## src/rtl/gated_piso_pkg.sv

```systemverilog
package gated_piso_pkg;

    localparam int unsigned STAGES     = 8;
    localparam int unsigned SYNC_DEPTH = 2;

    typedef enum logic [1:0] {
        MODE_HOLD  = 2'd0,
        MODE_LOAD  = 2'd1,
        MODE_SHIFT = 2'd2
    } stage_mode_e;

    typedef struct packed {
        logic shift;
        logic illegal;
    } gate_evt_t;

    function automatic stage_mode_e pick_mode(input logic load_n, input logic shift);
        if (!load_n)
            return MODE_LOAD;
        else if (shift)
            return MODE_SHIFT;
        else
            return MODE_HOLD;
    endfunction

endpackage

```

## src/rtl/psr_sync.sv

```systemverilog
module psr_sync #(
    parameter int unsigned WIDTH = 2,
    parameter int unsigned DEPTH = 2
) (
    input  logic             clk,
    input  logic [WIDTH-1:0] d,
    output logic [WIDTH-1:0] q
);
    logic [WIDTH-1:0] chain [DEPTH];

    generate
        for (genvar k = 0; k < DEPTH; k++) begin : g_flop
            if (k == 0) begin : g_first
                always_ff @(posedge clk) chain[k] <= d;
            end else begin : g_next
                always_ff @(posedge clk) chain[k] <= chain[k-1];
            end
        end
    endgenerate

    assign q = chain[DEPTH-1];
endmodule

```

## src/rtl/psr_gate.sv

```systemverilog
module psr_gate
    import gated_piso_pkg::*;
(
    input  logic      clk,
    input  logic      rst,
    input  logic      ck_s,
    input  logic      inh_s,
    output gate_evt_t evt,
    output logic      flag
);
    logic comb_now;
    logic comb_prev;
    logic inh_prev;

    assign comb_now    = ck_s | inh_s;
    assign evt.shift   = !rst && comb_now && !comb_prev;
    assign evt.illegal = !rst && inh_s && !inh_prev && !ck_s;

    // History tracks the live level even in reset, so release makes no edge.
    always_ff @(posedge clk) begin
        comb_prev <= comb_now;
        inh_prev  <= inh_s;
    end

    always_ff @(posedge clk) begin
        if (rst)
            flag <= 1'b0;
        else if (evt.illegal)
            flag <= 1'b1;
    end
endmodule

```

## src/rtl/psr_stages.sv

```systemverilog
module psr_stages
    import gated_piso_pkg::*;
#(
    parameter int unsigned N = 8
) (
    input  logic         clk,
    input  logic         rst,
    input  stage_mode_e  mode,
    input  logic         ser_in,
    input  logic [N-1:0] par_in,
    output logic [N-1:0] stage_q
);
    generate
        for (genvar i = 0; i < N; i++) begin : g_stage
            logic from_prev;
            if (i == 0) begin : g_head
                assign from_prev = ser_in;
            end else begin : g_body
                assign from_prev = stage_q[i-1];
            end

            always_ff @(posedge clk) begin
                if (rst)
                    stage_q[i] <= 1'b0;
                else begin
                    case (mode)
                        MODE_LOAD:  stage_q[i] <= par_in[i];
                        MODE_SHIFT: stage_q[i] <= from_prev;
                        default:    stage_q[i] <= stage_q[i];
                    endcase
                end
            end
        end
    endgenerate
endmodule

```

## src/rtl/gated_piso_shreg.sv

```systemverilog
module gated_piso_shreg
    import gated_piso_pkg::*;
(
    input  logic              clk,
    input  logic              rst,
    input  logic              ser_in,
    input  logic [STAGES-1:0] par_in,
    input  logic              load_n,
    input  logic              sclk,
    input  logic              sinh,
    output logic              q_out,
    output logic              q_out_n,
    output logic              illegal_seen
);
    logic [1:0]        sync_q;
    gate_evt_t         gate_evt;
    stage_mode_e       mode;
    logic [STAGES-1:0] stage_q;
    logic              shift_evt;

    psr_sync #(.WIDTH(2), .DEPTH(SYNC_DEPTH)) u_sync (
        .clk (clk),
        .d   ({sinh, sclk}),
        .q   (sync_q)
    );

    psr_gate u_gate (
        .clk   (clk),
        .rst   (rst),
        .ck_s  (sync_q[0]),
        .inh_s (sync_q[1]),
        .evt   (gate_evt),
        .flag  (illegal_seen)
    );

    assign shift_evt = gate_evt.shift;
    assign mode      = pick_mode(load_n, shift_evt);

    psr_stages #(.N(STAGES)) u_stages (
        .clk     (clk),
        .rst     (rst),
        .mode    (mode),
        .ser_in  (ser_in),
        .par_in  (par_in),
        .stage_q (stage_q)
    );

    assign q_out   = stage_q[STAGES-1];
    assign q_out_n = ~stage_q[STAGES-1];
endmodule

```

## config.mk

```make
export PLATFORM = sky130hd
export DESIGN_NAME = gated_piso_shreg
export DESIGN_NICKNAME = d
export VERILOG_FILES = /design/src/rtl/gated_piso_pkg.sv /design/src/rtl/psr_sync.sv /design/src/rtl/psr_gate.sv /design/src/rtl/psr_stages.sv /design/src/rtl/gated_piso_shreg.sv
export SDC_FILE = /design/constraint.sdc
export NUM_CORES = 1
export LEC_CHECK = 0
export BUFFER_PORTS_ARGS = -buffer_cell sky130_fd_sc_hd__buf_2
export CORE_AREA = 2 2 43 45
export DETAILED_ROUTE_END_ITERATION = 8
export DIE_AREA = 0 0 45 47
export SYNTH_ARGS = -nofsm -noshare
export SYNTH_HDL_FRONTEND = slang
export SYNTH_SLANG_ARGS = --single-unit
```

## constraint.sdc

```tcl
create_clock -name clk -period 1.3 [get_ports clk]
set_input_delay 0.13 -clock clk [delete_from_list [all_inputs] [get_ports clk]]
set_output_delay 0.13 -clock clk [all_outputs]
set_load 0.02 [all_outputs]
```

* Yosys cells after proc, flatten, opt, wreduce, memory -nomap -nowiden
Memories as Yosys holds them, arrays and structs flattened.
Index checks and enable logic that the tools add are counted.
Widths: inputs -> output; s select.
** Cells by class
- Bitwise operators :: 2
- Reductions and logical operators :: 10
- Multiplexer cells :: 10
- Eq/ne operators :: 2
** Operators by type and width (number)
- $pmux 1 s2 :: 8
- $logic_and 1x1->1 :: 5
- $logic_not 1->1 :: 4
- $mux 2 :: 2
- $eq 2x1->1 const B :: 1
- $eq 2x2->1 const B :: 1
- $reduce_bool 2->1 :: 1
- $not 1->1 :: 1
- $or 1x1->1 :: 1
** Storage, ports and cells
- Bits in writable memories :: 4
- Register bits :: 11
- Memories kept :: 1
- Output and inout bits :: 3
** Memories
- u_sync.chain :: depth 2, bits a word 2, read ports 2, clocked after Yosys merged registers in 0, write ports 2, RTL line psr_sync.sv:9 : logic [WIDTH-1:0] chain [DEPTH];

* Depth between registers and ports, before layout
- Depth after elaboration :: 7
- Depth in mapped cells :: 4

* Hierarchy
Synthesis repeated with hierarchy kept, for this count alone.
** Second synthesis, totals
- Cells, all modules :: 62
- Area total of the unflattened synthesis :: 650.6 sq um
** By module, submodules not included
- psr_stages :: area each 442.9 sq um, seq. area each 160.2 sq um, cells an instance 44, instances 1
- psr_gate :: area each 98.8 sq um, seq. area each 60.1 sq um, cells an instance 9, instances 1
- psr_sync :: area each 95.1 sq um, seq. area each 80.1 sq um, cells an instance 6, instances 1
- gated_piso_shreg :: area each 13.8 sq um, seq. area each 0.0 sq um, cells an instance 3, instances 1

* Worst setup path before layout
Ideal clock, no wire load.
- Path type :: reg-to-reg
- Start point :: memory u_sync.chain[1][1] (netlist: u_sync.chain[0][3])
- End point :: register u_stages.stage_q[7]
- Path slack :: 313 ps
- Period minus slack after synthesis :: 987 ps
- Stages on the path, launching flop included :: 4
- Required time :: 1209 ps
- Library setup time :: 91 ps
- Data arrival time :: 897 ps
- Cell sequence :: dfxtp_1 > nor2_2 > o21ai_1 > a311oi_1
** RTL lines
- start, declared :: RTL line psr_sync.sv:9
- end signal, assigned by index :: RTL line psr_stages.sv:27 : MODE_LOAD: stage_q[i] <= par_in[i];
- end signal, assigned by index :: RTL line psr_stages.sv:28 : MODE_SHIFT: stage_q[i] <= from_prev;
- end signal, assigned by index :: RTL line psr_stages.sv:29 : default: stage_q[i] <= stage_q[i];
- end, declared :: RTL line psr_stages.sv:11 : output logic [N-1:0] stage_q

==> reports/results.ini <==
[floorplan]
dieHeight_um = 47
start_util = 0.335
core_area_um2 = 1650
core.rowCount = 15
design.die.area_um2 = 2120
io-pin-count = 17
die_w_um = 45

[layout]
number_of_antenna_repair_diodes = 0
flow.area_growth_from_synthesis_pct = 21.5
mostFrequentLayoutCells = 16 x buf_2, 15 x dfxtp_1, 10 x nor2_1
drive_gt1_frac = 0.286
final_net_count = 92
postLayoutCellArea_um2 = 672
layout.cells.most_common = buf_2

[cts]
cts_hold_buffers = 2
clock_sink_count = 15
cts_max_level = 1
cts.root.buffer_cell = clkbuf_4
cts-resized-gates = 0
cts_tree = built
number_of_clock_buffers_inserted_by_tritoncts = 3
cts_max_path_buffers = 2
clk_transition_reported_paths_ns = 0.08
cts.repair_timing.setup_buffer_count = 0
clk_latency_ns = 0.27

[power_and_ir_drop]
leakagePower_nw = 0.262
seq_power_share = 0.590
share_clk_of_total_power = 0.299
combPwrFrac = 0.111
power.switching_fraction = 0.238
internal_power_w = 0.000650
max-vdd-ir-drop_uv = 654
power.switching_w = 0.000203
cellPowerDensity_nw_per_um2 = 1270

[worst_setup_path]
setup.worst_path.start_class = register
critical_path.endpoint_type = register
rr_startpoint = u_sync.chain[0][3]
cpPeakStageDelay_ns = 0.33
timing.critical_path.cells = nor2_2 -> inv_2 -> nand3_1 -> a311oi_1
critical_path_required_ns = 1.45
wp_data_arrival_ns = 1.28
critical_path_class = register to register
timing.critical_path.slowest_stage_cell = dfxtp_1
critPathLaunch = u_sync.chain[0][3]
cp_max_fo = 9
critPathBufInv = 1
crit_family = simple AND/OR/NAND/NOR gates

[routing]
total_via_count_in_the_routed_design = 465
wl_per_cell_um = 10.8
drt_iter0_markers = 2
drc_errors = 0
post_drt_via_cell_ratio = 4.95
aggregate_routed_wire_length_mm = 1.02
drt-pass1-iter-count = 3
antenna_left = 0

[synthesis]
synth.largest_area_cell = dfxtp_1
syn-cell-area_um2 = 553
ys_seq_elements = 15
synthesis.instances = 59
synth.top_cells.by_area = dfxtp_1 54%, a311oi_1 13%, nand3_1 7.2%, o21ai_1 7.2%, nor2_1 6.8%
netlist.area_leader.share = 0.543
ys_seq_area_frac = 0.543
synth.net_count = 73
ys_warn_count = 0
yosys.cell_types.count = 15
post_synth.cell_area_avg_um2 = 9.37

[min_path]
hp-start = par_in[4]
hold_path_class = primary input to register

[global_route]
grt_most_used_layer = met2
grt_pass1_vias = 395
met2_capacity_usage_during_global_routing = 0.160
grt_max_degree = 17
grt_use_met3 = 0.0308
global_route_wire_length_before_repair_mm = 1.68
antenna_found_initial = 0
grt_util_all_layers = 0.115
met1_usage = 0.150
grt.overflow.total = 0

[sta]
rsz0062_at_grt = no
max-slew-margin-rel = 0.756
timing_hold_violations_final = 0
timing_worst_slew_pin_value_ns = 0.366
finalMaxSlewViolations = 0
finalCritPeriodShare = 0.869
final.min_clock_period_ns = 1.13
final_critical_path_setup_slack_ns = 0.171
finalClockSkew_ns = 0.00164
setup_violations_final = 0
setup_tns_ns = 0
fmax_ghz = 0.886

[placement]
placement.cell_area_um2 = 626
pre_cts_slack_ns = 0.185
dp_hpwl_um = 728
io_buffer_count = 16
place_congestion = 0.734

[status]
outcome = finished clean

[flow_run]
drv_cap = 0

## cells by family after synthesis
| family | count (synthesis) | synth area share |
|---|---|---|
| flops | 15 | 0.543 |
| compound gates | 17 | 0.208 |
| buf+inv | 6 | 0.0656 |
| simple gates | 21 | 0.183 |
## sequential cells by signal (all words and copies together), names as in the netlist
register,cells
u_sync.chain,4
u_stages.g_stage.from_prev,7
u_gate.comb_prev,1
u_stages.stage_q,1
u_gate.inh_prev,1
u_gate.flag,1
## power groups by stage
| stage | Combinational (W) | Clock, W | Sequential [W] |
|---|---|---|---|
| detailed placement | 0.0000908 | 0 | 0.000515 |
| floorplan | 0.0000598 | 0 | 0.000516 |
| finish | 0.0000948 | 0.000255 | 0.000504 |
| CTS | 0.0000961 | 0.000272 | 0.000504 |
| global placement | 0.0000907 | 0 | 0.000515 |
| global route | 0.000106 | 0.000295 | 0.000508 |
## per-stage QoR
stage          hold slack, ns   util  instances  power (W)
6_report                0.130  0.407         94   0.000853
5_1_grt                 0.119  0.407         94   0.000909
4_1_cts                 0.121  0.407         94   0.000872
3_5_place_dp            0.237  0.379         88   0.000606
3_3_place_gp            0.233  0.379         88   0.000605
2_1_floorplan           0.158      -         59   0.000576
## path summary, 6_finish.rpt
kind / slack (ns) / depth (start not counted) / to
setup reg to reg: 0.17 / 4 / u_stages.g_stage[1].from_prev
hold / removal: 0.13 / 3 / u_stages.g_stage[5].from_prev
setup / recovery: 0.17 / 4 / u_stages.g_stage[1].from_prev
hold reg to reg: 0.34 / 0 / u_sync.chain[0][2]
## layer usage
metal	wire length (um)	vias up
met5	0	-
met4	10	0
met3	49	2
met2	482	6
met1	473	207
li1	-	250
## synth_stat cells
library cell	n
dfxtp_1	15
nor2_1	10
a311oi_1	8
nand3_1	8
o21ai_1	8
a21oi_1	1
buf_2	1
buf_4	1
buf_6	1
clkbuf_2	1
inv_1	1
inv_2	1
nor2_2	1
nor2_4	1
or2_1	1
## worst register-to-register path, cell delays in order, from the launching register on
cell      delay [ns]
dfxtp_1         0.33
nor2_2          0.32
inv_2           0.15
nand3_1         0.11
a311oi_1        0.09
## layout make-up
| class | instances | area [um2] |
|---|---|---|
| clock buffer | 4 | 26.3 |
| fill | 184 | 980 |
| inverter | 2 | 7.51 |
| multi-input combinational | 38 | 216 |
| sequential | 15 | 300 |
| tap | 17 | 21.3 |
| timing repair buffer | 18 | 100 |
Power figures use the tool's default switching activity.
